## config.mk

```make
export PLATFORM = sky130hd
export DESIGN_NAME = qpsk_diff_slicer
export DESIGN_NICKNAME = d
export VERILOG_FILES = /design/src/rtl/qpsk_diff_slicer.sv
export SDC_FILE = /design/constraint.sdc
export NUM_CORES = 1
export LEC_CHECK = 0
export BUFFER_PORTS_ARGS = -buffer_cell sky130_fd_sc_hd__buf_2
export CELL_PAD_IN_SITES_DETAIL_PLACEMENT = 1
export CELL_PAD_IN_SITES_GLOBAL_PLACEMENT = 1
export CORE_AREA = 3 3 46 48
export DETAILED_ROUTE_END_ITERATION = 8
export DIE_AREA = 0 0 49 51
export PLACE_DENSITY = 0.86
export SYNTH_ARGS = -nofsm -noshare
export SYNTH_HDL_FRONTEND = slang
export SYNTH_SLANG_ARGS = --single-unit
```

## constraint.sdc

```tcl
create_clock -name clk -period 3 [get_ports clk]
set_clock_uncertainty 0.15 [all_clocks]
set_input_delay 0.15 -clock clk [delete_from_list [all_inputs] [get_ports clk]]
set_output_delay 0.15 -clock clk [all_outputs]
set_load 0.005 [all_outputs]
```

## src/rtl/qpsk_diff_slicer.sv

```systemverilog
module qpsk_diff_slicer #(
  parameter int DW = 12
) (
  input  logic                 clk,
  input  logic                 rst_n,
  input  logic                 clr,
  input  logic                 in_vld,
  input  logic signed [DW-1:0] dv_i,
  input  logic signed [DW-1:0] dv_q,
  output logic                 out_vld,
  output logic                 out_a,
  output logic                 out_b,
  output logic                 out_first,
  output logic                 ser_vld,
  output logic                 ser_bit
);

  localparam logic signed [DW-1:0] ZERO = '0;

  logic i_bit, q_bit, ip, qp, ip_eff, qp_eff, first_pend;
  logic x_bit, a_nxt, b_nxt, b_hold, b_pend;

  assign i_bit  = dv_i > ZERO;
  assign q_bit  = dv_q > ZERO;
  assign ip_eff = clr ? 1'b0 : ip;
  assign qp_eff = clr ? 1'b0 : qp;
  assign x_bit  = i_bit ^ q_bit;
  assign a_nxt  = x_bit ? (q_bit ^ qp_eff) : (i_bit ^ ip_eff);
  assign b_nxt  = x_bit ? (i_bit ^ ip_eff) : (q_bit ^ qp_eff);

  always_ff @(posedge clk) begin
    if (!rst_n) begin
      ip <= 1'b0; qp <= 1'b0; first_pend <= 1'b1;
      out_vld <= 1'b0; out_a <= 1'b0; out_b <= 1'b0; out_first <= 1'b0;
      ser_vld <= 1'b0; ser_bit <= 1'b0; b_hold <= 1'b0; b_pend <= 1'b0;
    end else begin
      out_vld <= in_vld;
      ser_vld <= in_vld | b_pend;
      if (in_vld) begin
        out_a      <= a_nxt;
        out_b      <= b_nxt;
        out_first  <= clr | first_pend;
        ip         <= i_bit;
        qp         <= q_bit;
        first_pend <= 1'b0;
        ser_bit    <= a_nxt;
        b_hold     <= b_nxt;
        b_pend     <= 1'b1;
      end else begin
        if (clr) begin
          ip <= 1'b0; qp <= 1'b0; first_pend <= 1'b1;
        end
        if (b_pend) ser_bit <= b_hold;
        b_pend <= 1'b0;
      end
    end
  end


  vld_latency_chk: assert property (@(posedge clk) disable iff (!rst_n)
    in_vld |=> out_vld);

  hold_chk: assert property (@(posedge clk) disable iff (!rst_n)
    !in_vld |=> ($stable(out_a) && $stable(out_b) && $stable(out_first)));

  first_on_clr_chk: assert property (@(posedge clk) disable iff (!rst_n)
    (in_vld && clr) |=> out_first);

  ser_a_chk: assert property (@(posedge clk) disable iff (!rst_n)
    out_vld |-> (ser_vld && ser_bit == out_a));

  ser_b_chk: assert property (@(posedge clk) disable iff (!rst_n)
    (out_vld && !in_vld) |=> (ser_vld && ser_bit == $past(out_b)));

  same_arm_chk: assert property (@(posedge clk) disable iff (!rst_n)
    (in_vld && !clr && dv_i > ZERO && dv_q > ZERO) |=> (out_a == !$past(ip) && out_b == !$past(qp)));

endmodule

```

==> flow_metrics.env <==
export IMPL_min_path_type="input port to register"
export IMPL_first_pass_iters=4
export IMPL_ys_ff_latch=9
export IMPL_critPathMaxFanout=7
export IMPL_ys_seq_area_share_pct=37.70
export IMPL_synth_distinct_cells=25
export IMPL_avgSynthCellArea_sq_um=9.018
export IMPL_hold_violations=0
export IMPL_clk_pin_slew_ns=0.06
export IMPL_synth_xor_area_share_pct=0
export IMPL_cts_root_buf="clkbuf_4"
export IMPL_fin_crit_sh_pct=52.23
export IMPL_hold_path_depth=2
export IMPL_setup_tns_ns=0
export IMPL_reg2reg_from="ip"
export IMPL_slew_headroom_pct=70.66
export IMPL_cp_required_ns=3.01
export IMPL_start_kind="register"
export IMPL_ir_worst_vdd_v=0.0002748
export IMPL_rsz0062_at_grt="no"
export IMPL_post_cts_setup_buffer_count=0
export IMPL_start_util_pct=27.38
export IMPL_die_x_microns=49
export IMPL_powerDensity_nw_per_um2=400.8
export IMPL_wl_microns=1385
export IMPL_setup_viol=0
export IMPL_grt_first_pass_wirelength_microns=2332
export IMPL_overflow=0
export IMPL_critPathCaptureType="register"
export IMPL_vias_per_cell=4.922
export IMPL_grtUsageTotal_pct=12.21
export IMPL_status="finished clean"
export IMPL_syn_instance_count=53
export IMPL_fin_crit_ns=1.567
export IMPL_drive_gt1_share_pct=46.67
export IMPL_synth_top_family_by_area="simple AND/OR/NAND/NOR gates"
export IMPL_yosys_area_share_simple_pct=31.41
export IMPL_core_area_sq_um=1745
export IMPL_synth_top_cell_area_share_pct=37.70
export IMPL_min_to="first_pend"
export IMPL_cp_slowest_stage_delay_ns=0.46
export IMPL_cap_violations=0
export IMPL_pre_cts_ws_ns=1.404
export IMPL_cp_buffers_inverters=0
export IMPL_via_count=566
export IMPL_gp_congestion=0.7869
export IMPL_yosys_warnings=0
export IMPL_crit_arrival_ns=1.58
export IMPL_critical_path_class="register to register"
export IMPL_cts_resized=0
export IMPL_rrSetupSlack_ns=1.43
export IMPL_synth_adder_area_share_pct=0
export IMPL_port_buffers=33
export IMPL_synth_compound_area_share_pct=18.32
export IMPL_worstMarginPinSlew_ns=0.4381
export IMPL_holdBufCountCts=1
export IMPL_cp_slowest_cell="or4b_1"
export IMPL_antenna_found_initial=0
export IMPL_cts_buffers=3
export IMPL_hold_ws_ns=0.06247
export IMPL_dp_cells=110
export IMPL_clock_sinks=9
export IMPL_synth_nets=81
export IMPL_slew_viol_final=0
export IMPL_r2r_end="ser_bit"
export IMPL_cts_tree="done"
export IMPL_drc=0
export IMPL_final_cell_area_sq_um=699.4
export IMPL_drt_iter0_markers=6
export IMPL_critPathTopFamily="simple AND/OR/NAND/NOR gates"
export IMPL_pin_count=34
export IMPL_critical_path_cell_chain="or4b_1, a31o_2, nand3_1, o21ai_0"
export IMPL_areaGrowthSynthToFinish_pct=46.34
export IMPL_ant_nets=0
export IMPL_power_leakage_nw=0.3246
export IMPL_synthTopCellsByArea="dfxtp_1 (38%), mux2i_1 (6.3%), nor4_2 (5.2%), nand2_1 (4.7%), a31oi_1 (3.9%)"
export IMPL_grt_max_degree=10
export IMPL_dp_hpwl_microns=1160
export IMPL_clockBufferDepth=2
export IMPL_synth_area_leader_cell="dfxtp_1"
export IMPL_fin_cells=115
export IMPL_placed_cell_area_sq_um=663.1
export IMPL_fmax_mhz=638.2
export IMPL_htree_levels=1
export IMPL_clk_latency_ns=0.27
export IMPL_r2r_worst_path_cells=4
export IMPL_power_total_mw=0.2803
export IMPL_nets=119
export IMPL_hold_start="in_vld"
export IMPL_synth_cell_area_sq_um=478.0
export IMPL_antenna_cells=0
export IMPL_synthMuxAreaShare_pct=8.639
export IMPL_dieArea_sq_um=2499
export IMPL_fin_util_pct=40.07
export IMPL_grt_pass1_vias=558
export IMPL_setup_ws_ns=1.433
export IMPL_rows=15
export IMPL_fp_dieH_microns=51
export IMPL_routedWlPerCell_microns=12.04
==> power breakdown <==
part | switching (mW) | total [mW] | internal, mW
Sequential | 0.00503 | 0.132 | 0.127
Combinational | 0.0231 | 0.0517 | 0.0287
Clock | 0.0447 | 0.0961 | 0.0514
==> logic make-up (layout without fill, tap and decap cells) <==
| group | Yosys count | in the layout |
|---|---|---|
| AND/OR/NAND/NOR | 25 | 25 |
| AO/OA/AOI/OAI | 12 | 12 |
| flip-flops | 9 | 9 |
| multiplexers | 4 | 4 |
| buffers and inverters | 3 | 40 |
==> area by class of cell <==
class / instances / area (sq um)
fill: 223 / 1046
multi-input combinational: 41 / 279.0
sequential: 9 / 180.2
timing repair buffer: 34 / 175.2
tap: 25 / 31.28
clock buffer: 4 / 26.28
inverter: 2 / 7.507
==> state kept, by name (all words and copies together), names as in the netlist <==
register / count
out_a: 1
out_vld: 1
qp: 1
ip: 1
first_pend: 1
out_first: 1
b_hold: 1
ser_vld: 1
ser_bit: 1
==> layer usage <==
| layer | routed length (microns) | track usage (%) |
|---|---|---|
| met2 | 731 | 22.17 |
| met1 | 509 | 11.46 |
| met3 | 132 | 6.997 |
| met4 | 11 | 4.265 |
| met5 | 0 | 0 |
==> worst reg2reg max path, stage by stage (launching register included) <==
cell,delay (ns)
dfxtp_1,0.44
or4b_1,0.46
a31o_2,0.23
nand3_1,0.09
o21ai_0,0.08
==> worst max-delay path by stage <==
stage	startpoint	slack, ns	to	cells after the start
2_1_floorplan	ip	1.55	out_a	4
3_3_place_gp	ip	1.46	ser_bit	4
3_5_place_dp	dv_i[5]	1.40	b_hold	5
4_1_cts	ip	1.44	out_a	4
5_1_grt	ip	1.32	out_a	4
6_report	ip	1.43	ser_bit	4
==> placed cells by master, fill, tap and decap left out, types with 2 or more instances in the layout <==
cell type,instances
nand2_1,6
dfxtp_1,9
nor3_1,3
clkbuf_4,3
o21ai_0,3
nor2b_1,3
a31oi_1,3
inv_1,2
nor4_2,2
buf_2,33
nor4_1,2
nor2_1,3
mux2i_1,3
==> synthesized netlist by cell type <==
library cell / n
dfxtp_1: 9
nand2_1: 6
a31oi_1: 3
mux2i_1: 3
nor2_1: 3
nor2b_1: 3
nor3_1: 3
o21ai_0: 3
inv_1: 2
nor4_1: 2
nor4_2: 2
a21oi_1: 1
a311o_1: 1
a31o_2: 1
and2b_2: 1
buf_6: 1
mux2_2: 1
nand3_1: 1
nand3b_1: 1
nand4_1: 1
nor3b_1: 1
o211a_1: 1
o211ai_2: 1
o21a_1: 1
or4b_1: 1
No activity file was read; power rests on OpenSTA's default activity.
